## config.mk

```make
export PLATFORM = sky130hd
export DESIGN_NAME = tmr_core
export DESIGN_NICKNAME = d
export VERILOG_FILES = /design/src/rtl/tmr_core_pkg.sv /design/src/rtl/tmr_prescale.sv /design/src/rtl/tmr_counter.sv /design/src/rtl/tmr_events.sv /design/src/rtl/tmr_core.sv
export SDC_FILE = /design/constraint.sdc
export NUM_CORES = 1
export LEC_CHECK = 0
export ABC_AREA = 1
export BUFFER_PORTS_ARGS = -buffer_cell sky130_fd_sc_hd__buf_2
export CAP_MARGIN = 20
export CORE_UTILIZATION = 58
export CTS_CLUSTER_DIAMETER = 50
export DETAILED_ROUTE_END_ITERATION = 10
export PLACE_DENSITY = 0.8
export RECOVER_POWER = 100
export SLEW_MARGIN = 10
export SYNTH_ARGS = -nofsm -noshare
export SYNTH_HDL_FRONTEND = slang
export SYNTH_SLANG_ARGS = --single-unit
```

## constraint.sdc

```tcl
create_clock -name clk -period 2.27 [get_ports clk]
set_input_delay 0.454 -clock clk [delete_from_list [all_inputs] [get_ports clk]]
set_output_delay 0.454 -clock clk [all_outputs]
set_load 0.01 [all_outputs]
```

## src/rtl/tmr_core_pkg.sv

```systemverilog
// Shared types for the compare timer core.
// Assumes: the mode encoding below is the one seen on the control port.
package tmr_core_pkg;

    typedef enum logic [1:0] {
        MODE_ONESHOT  = 2'b00,
        MODE_PERIODIC = 2'b01,
        MODE_TOGGLE   = 2'b10,
        MODE_FREERUN  = 2'b11
    } tmr_mode_e;

endpackage

```

## src/rtl/tmr_prescale.sv

```systemverilog
// Prescaler: emits a one-cycle tick every DIV+1 cycles while running.
// Assumes: clear has priority and restarts the phase at zero.
module tmr_prescale #(
    parameter int PSC_W = 8
) (
    input  logic             clk,
    input  logic             rst_n,
    input  logic             run,
    input  logic             clear,
    input  logic [PSC_W-1:0] div,
    output logic             tick
);

    logic [PSC_W-1:0] phase_q;
    logic             at_end;

    assign at_end = (phase_q == div);
    assign tick   = run && !clear && at_end;

    // Advance the divider phase, wrapping at the programmed divisor.
    always_ff @(posedge clk) begin
        if (!rst_n) begin
            phase_q <= '0;
        end else if (clear) begin
            phase_q <= '0;
        end else if (run) begin
            phase_q <= at_end ? '0 : phase_q + 1'b1;
        end
    end

endmodule

```

## src/rtl/tmr_counter.sv

```systemverilog
// Up counter with match detection and a one-cycle delayed reload.
// Assumes: tick is already suppressed during clear and reload cycles.
module tmr_counter #(
    parameter int CNT_W = 24
) (
    input  logic             clk,
    input  logic             rst_n,
    input  logic             tick,
    input  logic             clear_now,
    input  logic             reload_mode,
    input  logic [CNT_W-1:0] cmp,
    output logic [CNT_W-1:0] count,
    output logic             wrap_pend,
    output logic             hit
);

    logic [CNT_W-1:0] count_inc;

    assign count_inc = count + 1'b1;
    assign hit       = tick && (count_inc == cmp);

    // Hold, step, clear or reload the count value.
    always_ff @(posedge clk) begin
        if (!rst_n) begin
            count <= '0;
        end else if (clear_now || wrap_pend) begin
            count <= '0;
        end else if (tick) begin
            count <= count_inc;
        end
    end

    // Remember a reloading match so the count returns to zero next cycle.
    always_ff @(posedge clk) begin
        if (!rst_n) begin
            wrap_pend <= 1'b0;
        end else begin
            wrap_pend <= !clear_now && hit && reload_mode;
        end
    end

endmodule

```

## src/rtl/tmr_events.sv

```systemverilog
// Match consequences: sticky flag, interrupt gating and toggle output.
// Assumes: a match in the same cycle as a clear keeps the flag set.
module tmr_events (
    input  logic clk,
    input  logic rst_n,
    input  logic hit,
    input  logic toggle_mode,
    input  logic flag_clr,
    input  logic int_en,
    output logic flag,
    output logic irq,
    output logic tog
);

    assign irq = flag && int_en;

    // Set the flag on a match, drop it on a write-one-to-clear.
    always_ff @(posedge clk) begin
        if (!rst_n) begin
            flag <= 1'b0;
        end else if (hit) begin
            flag <= 1'b1;
        end else if (flag_clr) begin
            flag <= 1'b0;
        end
    end

    // Invert the square wave on each match in toggle mode.
    always_ff @(posedge clk) begin
        if (!rst_n) begin
            tog <= 1'b0;
        end else if (hit && toggle_mode) begin
            tog <= ~tog;
        end
    end

endmodule

```

## src/rtl/tmr_core.sv

```systemverilog
// Top of the compare timer: control fields, compare value, enable bit and
// restart arbitration around the prescaler, counter and event logic.
// Assumes: compare values 0 and 1 are never programmed; strobes are
// single-cycle pulses in the clk domain.
module tmr_core
    import tmr_core_pkg::*;
#(
    parameter int CNT_W = 24,
    parameter int PSC_W = 8
) (
    input  logic             clk,
    input  logic             rst_n,
    input  logic             ctl_we,
    input  logic             ctl_enable,
    input  logic [1:0]       ctl_mode,
    input  logic             ctl_int_en,
    input  logic             ctl_cmp_keep,
    input  logic [PSC_W-1:0] ctl_div,
    input  logic             rst_req,
    input  logic             cmp_we,
    input  logic [CNT_W-1:0] cmp_wdata,
    input  logic             flag_clr,
    output logic [CNT_W-1:0] count,
    output logic             active,
    output logic             tmr_flag,
    output logic             tmr_irq,
    output logic             tog_out
);

    tmr_mode_e        mode_q;
    logic             en_q;
    logic             int_en_q;
    logic             keep_q;
    logic [PSC_W-1:0] div_q;
    logic [CNT_W-1:0] cmp_q;

    logic             rst_hit;
    logic             cmp_restart;
    logic             clear_now;
    logic             wrap_pend;
    logic             tick;
    logic             hit;
    logic             reload_mode;
    logic             oneshot_done;

    assign rst_hit      = rst_req && en_q;
    assign cmp_restart  = cmp_we && !rst_hit && (mode_q != MODE_FREERUN)
                          && (!keep_q || (cmp_wdata == count));
    assign clear_now    = rst_hit || cmp_restart;
    assign reload_mode  = (mode_q == MODE_PERIODIC) || (mode_q == MODE_TOGGLE);
    assign oneshot_done = hit && (mode_q == MODE_ONESHOT);
    assign active       = en_q;

    // Load the static control fields on a control write.
    always_ff @(posedge clk) begin
        if (!rst_n) begin
            mode_q   <= MODE_ONESHOT;
            int_en_q <= 1'b0;
            keep_q   <= 1'b0;
            div_q    <= '0;
        end else if (ctl_we) begin
            mode_q   <= tmr_mode_e'(ctl_mode);
            int_en_q <= ctl_int_en;
            keep_q   <= ctl_cmp_keep;
            div_q    <= ctl_div;
        end
    end

    // Enable bit: software write, cleared by a one-shot match or a reset request.
    always_ff @(posedge clk) begin
        if (!rst_n) begin
            en_q <= 1'b0;
        end else if (rst_hit || oneshot_done) begin
            en_q <= 1'b0;
        end else if (ctl_we) begin
            en_q <= ctl_enable;
        end
    end

    // Capture a newly written compare value.
    always_ff @(posedge clk) begin
        if (!rst_n) begin
            cmp_q <= '0;
        end else if (cmp_we) begin
            cmp_q <= cmp_wdata;
        end
    end

    tmr_prescale #(.PSC_W(PSC_W)) u_psc (
        .clk   (clk),
        .rst_n (rst_n),
        .run   (en_q),
        .clear (clear_now || wrap_pend),
        .div   (div_q),
        .tick  (tick)
    );

    tmr_counter #(.CNT_W(CNT_W)) u_cnt (
        .clk         (clk),
        .rst_n       (rst_n),
        .tick        (tick),
        .clear_now   (clear_now),
        .reload_mode (reload_mode),
        .cmp         (cmp_q),
        .count       (count),
        .wrap_pend   (wrap_pend),
        .hit         (hit)
    );

    tmr_events u_evt (
        .clk         (clk),
        .rst_n       (rst_n),
        .hit         (hit),
        .toggle_mode (mode_q == MODE_TOGGLE),
        .flag_clr    (flag_clr),
        .int_en      (int_en_q),
        .flag        (tmr_flag),
        .irq         (tmr_irq),
        .tog         (tog_out)
    );

endmodule

```

# Word-level counts from Yosys, hierarchy flattened
# Cells that the tools add are included.
[totals] reg_bits=72 input_bits=43 wordCells=49
[op_classes] add_sub_neg=2 eq_ne=6 mux=3 bitwise_logic=2 n_reduce_logical=25
[ops] operator="$eq 24x24->1" n=2
[ops] operator="$add 24x1->24 const B" n=1
[ops] operator="$logic_and 1x1->1" n=12
[ops] operator="$add 8x1->8 const B" n=1
[ops] operator="$eq 8x8->1" n=1
[ops] operator="$mux 8" n=1
[ops] operator="$logic_or 1x1->1" n=5
[ops] operator="$logic_not 1->1" n=4
[ops] operator="$reduce_or 2->1" n=2
[ops] operator="$eq 2x1->1 const B" n=1
[ops] operator="$eq 2x2->1 const B" n=1
[ops] operator="$logic_not 2->1" n=1
[ops] operator="$mux 1" n=2
[ops] operator="$ne 2x2->1 const B" n=1
[ops] operator="$not 1->1" n=2
[ops] operator="$reduce_bool 2->1" n=1

# Logic depth before layout (Yosys ltp)
[depth] depth_word=14 ltp_mapped=18 ltp_nobuf=17

# Hierarchy
# From an unflattened synthesis, not the netlist that was laid out.
[hier_totals] cells_unflattened=761 area_unflattened_um2=4590.7
[modules_own_cells] module="tmr_counter" n_inst=1 cells_per_inst=390 area_per_inst_um2=2207.1 seq_area_each_um2=500.5
[modules_own_cells] module="tmr_core" n_inst=1 cells_per_inst=282 area_per_inst_um2=1781.7 seq_area_each_um2=740.7
[modules_own_cells] module="tmr_prescale" n_inst=1 cells_per_inst=77 area_per_inst_um2=514.2 seq_area_each_um2=160.2
[modules_own_cells] module="tmr_events" n_inst=1 cells_per_inst=12 area_per_inst_um2=87.6 seq_area_each_um2=40.0

# Worst setup path before layout
# Ideal clock, no wire load.
[synth_timing] path_kind="register -> register" start="register u_cnt.count[0]" end="register u_evt.tog" arrival_time_ns=1.876 setup_slack_ns=0.281 stages_incl_launch_ff=17 cell_sequence="dfxtp_1 > ha_1 > nand2_2 > nor2_4 > nand2_2 > nor2_4 > nand2_1 > nand2_1 > nand3_1 > nand2_1 > nand2_1 > nor2_1 > nand2_1 > nor2_2 > nand4_1 > nand2_1 > nor2_1"
[synth_via] elab_chain_cells=10 word_cells_on_any_way=12 cone_classes="1 x add/sub; 2 x eq/ne; 9 x reduce/logical"
[synth_rtl] item="start: declaration" line="tmr_counter.sv:12" text="output logic [CNT_W-1:0] count,"
[synth_rtl] item="start signal: assignment" line="tmr_counter.sv:29" text="count <= count_inc;"
[synth_rtl] item="branches (longest 8 deep; another with $add 24x1->24)"
[synth_rtl] item="$logic_and 1x1->1 *" line="tmr_counter.sv:20" text="assign hit = tick && (count_inc == cmp);"
[synth_rtl] item="$logic_and 1x1->1 *" line="tmr_events.sv:32" text="end else if (hit && toggle_mode) begin"
[synth_rtl] item="end signal: assignment" line="tmr_events.sv:33" text="tog <= ~tog;"
[synth_rtl] item="end: declaration" line="tmr_events.sv:12" text="output logic tog"
# Mark *: on every way between the ends.
# A chain may end at the register's enable or synchronous reset.

# Final worst setup path
[layout_timing] start="register u_cnt.count[1]" end="register u_evt.tog"
# The elaborated chain is that of the path after synthesis.

==> summary.md <==
| Metric | Value |
|---|---|
| Run status | `completed` |
| Master cell of the clock root buffer | `clkbuf_8` |
| Most area-hungry cell type in the Yosys netlist | `dfxtp_1` |
| Fin. max-slew vios | `0` |
| Post-detail-place hpwl | `approximately 9500 microns` |
| Relative area change from synthesis to final layout | `19.73%` |
| Initial cell density of the core | `between 50% and 60%` |
| Number of search-and-repair iterations in the first detailed-routing pass | `5` |
| Xor/xnor share of the synthesized area | `between 5 and 6%` |
| Global-route congestion overflow total | `0` |
| Chip height | `about 91 microns` |
| Number of hold-slack violations in the final timing report | `0` |
| Slowest stage cell on the critical path | `dfxtp_4` |
| CP Capture Type | `flop` |
| Asr flop ratio synth | `0%` |
| Launch point of the worst path | `u_cnt.count[1]` |
| Cell types occupying the most area after synthesis | `dfxtp_1, nand2_1, inv_1` |
| Number of placed instances, taps included | `891` |
| Critical path, cell by cell | `buf_4 -> nand2_2 -> nor2_4 -> nand2_4 -> nor2_8 -> nand2_1 -> nand2_1 -> nand3_1 -> nand2_1 -> inv_1 -> nor2_1 -> nand2_1 -> nor2_2 -> nand4_1 -> nand2_1 -> nor2_1` |
| Leak Pwr | `0.002635 uW` |
| # clock sinks | `72` |
| # IOs | `71` |
| R2R Path End | `u_evt.tog` |
| Via count of the first global-routing pass | `around 4700` |
| Maximum ir drop on the vdd rail | `approximately 440 uV` |
| Clock buffer depth | `2` |
| Area taken by flip-flops and latches | `1461 sq um` |
| Compound-gate portion of the synthesized area | `14.24%` |
| Clock tree from TritonCTS | `yes` |
| Maximum clock frequency | `approximately 460 MHz` |
| Total Die Area | `8253 sq um` |
| Endpoint arrival time on the critical path | `2440 ps` |
| Maximum number of pins on one net before global-route repair | `just over 40` |
| DRC marker count from the first detailed-route iteration | `353` |
| Kind of cell with the highest combined delay on the critical path | `simple AND/OR/NAND/NOR gates` |
| Cell variety after synth | `34` |
| Syn nets | `774` |
| Combinational family with the most area after synthesis | `simple AND/OR/NAND/NOR gates` |
| Post-Route Skew | `12.45 ps` |
| Share of synthesized cell area in full adder, half adder and majority cells | `1.366%` |
| TritonCTS buffer count | `9` |
| Cell with the most instances after synthesis | `nand2_1` |
| Setup violators final | `0` |
| Gate Count Post-Synth | `a little over 700` |
| Number of synthesized register bits | `72` |
| Startpoint type of the worst setup path | `flop` |
| Data required time at the worst endpoint | `between 2000 and 3000 ps` |
| Net count of the finished layout | `859` |
| Number of warnings printed during yosys synthesis | `0` |
| Share of the synthesized area in the top cell type | `31.48%` |
| List of most frequent post-synthesis cells | `nand2_1, inv_1, nor2_1, dfxtp_1, o21ai_0` |
| Overall Power | `2805 uW` |
| RSZ-0062 raised after global routing | `yes` |
| Max capacitance violation total | `0` |
| Via count | `5026` |
| Number of flops mapped to enable cells by yosys | `0` |
| Simple logic cell fraction of the synthesized area | `37.31%` |
| Reg2reg setup slack | `just under 80 ps` |
| Number of buffer cells added on primary ports | `70` |
| Buffering stage count on the worst path with inverters included | `2` |
| Area taken by multi-input logic gates | `2783 sq um` |
| Std-Cell Core Area | `7687 sq um` |
| Crit Reg-Reg Startpoint | `u_cnt.count[1]` |
| Fraction of layout instances using a drive strength above 1 | `22.43%` |
| Worst Reg-to-Reg Cells | `16` |
| Clock period minus final worst setup slack | `2191 ps` |
| Clk Latency, worst-skew pair | `360 ps` |
| Final WL | `roughly 13000 microns` |
| Share of the yosys chip area belonging to registers | `31.48%` |
| Largest incremental delay on the critical path | `380 ps` |
| H-tree Lvls | `3` |
| Avg Vias per Cell | `~5.5` |
| Power density over the cells | `511.7 nW/um^2` |
| Residual DRC | `0` |
| Horiz. Die Dim | `90.85 microns` |
| Crit Path Max Fanout | `6` |
| Path length in cells of the critical path | `16` |
| Global placement routability congestion | `0.9544` |
| Leading register cell type out of synthesis | `dfxtp_1` |
| Class of the most critical setup path | `flop to flop` |
| Number of antenna violations at the first check in global routing | `0` |
| Antenna diode instance count | `0` |
| Cell mode on critical path | `nand2_1` |
| Post-synthesis mux area share | `0%` |
| Hold_buf cts | `0` |
| Clock slew at the register clock pins of the worst setup and hold paths | `90 ps` |
| Finished Layout Cells | `918` |
| Total GRT Usage | `31.58%` |
| Syn_area_per_cell | `6.306 sq um` |
| Antenna violation net count after detailed routing | `0` |
| Post-route clock period utilization | `a little over nine tenths` |
| Worst hold-check path type | `input pin to flop` |
| Critical path destination | `u_evt.tog` |
| Placement row count | `32` |
| Global-route wire length before repair | `~21000 microns` |
| Avg WL per Cell | `13.89 microns` |
| Worst-margin pin slew | `784.9 ps` |
| Slew headroom | `47.67%` |
| Cell area after synthesis | `4578 sq um` |
| Filler cell count in the final layout | `665` |
-- placed cells by master, fill, tap and decap left out, drive strengths merged --
| cell | netlist | final |
|---|---|---|
| a211oi | 1 | 1 |
| a21oi | 57 | 57 |
| a31oi | 4 | 4 |
| and2 | 3 | 3 |
| buf | 6 | 93 |
| bufinv | 0 | 1 |
| clkbuf | 16 | 12 |
| clkinv | 3 | 5 |
| clkinvlp | 0 | 1 |
| dfxtp | 72 | 72 |
| ha | 5 | 5 |
| inv | 92 | 95 |
| nand2 | 202 | 202 |
| nand3 | 62 | 62 |
| nand3b | 1 | 1 |
| nand4 | 7 | 7 |
| nor2 | 94 | 94 |
| nor3 | 5 | 5 |
| nor3b | 2 | 2 |
| o211ai | 2 | 2 |
| o21ai | 63 | 63 |
| or2 | 1 | 1 |
| xnor2 | 6 | 6 |
| xnor3 | 1 | 1 |
| xor2 | 21 | 21 |
-- final cells by class --
| class | count | area share (%) |
|---|---|---|
| clock buffers | 9 | 2.260 |
| clock inverters | 7 | 1.415 |
| inverters | 95 | 6.505 |
| multi-input cells | 537 | 50.76 |
| flip-flops and latches | 72 | 26.66 |
| well taps | 102 | 2.328 |
| repair buffers | 96 | 10.07 |
-- worst min-delay path by stage --
stage                    end  cells past startpoint  slack (ps)  startpoint
finish              div_q[3]                      3         320  ctl_div[3]
floorplan           div_q[0]                      2         450    div_q[0]
detailed placement  div_q[1]                      2         460    div_q[1]
CTS                 div_q[3]                      3         320  ctl_div[3]
global placement    div_q[1]                      2         460    div_q[1]
global route        div_q[2]                      3         310  ctl_div[2]
-- per-stage QoR --
step                utilization [%]  instance area (sq um)  worst slack (ps)  TNS, ps  hold WS, ps
finish                        71.31                   5482             78.68        0        318.3
global route                  71.31                   5482            -100.6   -109.5        305.0
CTS                           68.60                   5274             44.40        0        316.7
detailed placement            65.95                   5070            -29.34   -29.34        462.2
global placement              65.95                   5070             73.04        0        459.6
floorplan                         -                   4578             281.3        0        448.0
-- power by group --
group | total, uW | leakage, uW | internal [uW] | switching, uW
Clock | 1070 | 0.000101 | 520 | 546
Sequential | 1350 | 0.000597 | 1310 | 39.0
Combinational | 387 | 0.00194 | 146 | 240
-- tightest hold or removal path: cells and delay by family --
| family | cells | cell delay [ps] |
|---|---|---|
| simple gates | 2 | 110 |
| buf+inv | 1 | 80 |
-- kinds of logic after synthesis --
logic type,Yosys count
AOI/OAI and AO/OA,127
xor gates and xnor gates,28
adders and majority gates,5
buffers and inverters,117
DFF,72
and+or+nand+nor,377
-- flip-flops by register name, summed over array words and instances, names as in the netlist --
register and cells:
u_cnt.count 24, u_psc.phase_q 8, u_evt.tog 1, u_cnt.wrap_pend 1, u_evt.flag 1, cmp_q 24, div_q 8, int_en_q 1
keep_q 1, mode_q 2, active 1
-- per-layer routing --
layer	GRT usage [%]	wire length, microns	vias to the layer above
li1	-	-	2483
met1	39.05	5405	2288
met2	54.48	6087	218
met3	5.808	904	37
met4	11.77	357	0
met5	0	0	-
-- what timing repair did --
action / CTS / global route
endpoints found under the setup margin: 1 / 4
buffers inserted: 0 / 11
resized for setup: 2 / 41
pin swaps: 0 / 20
Power figures use the tool's default switching activity.
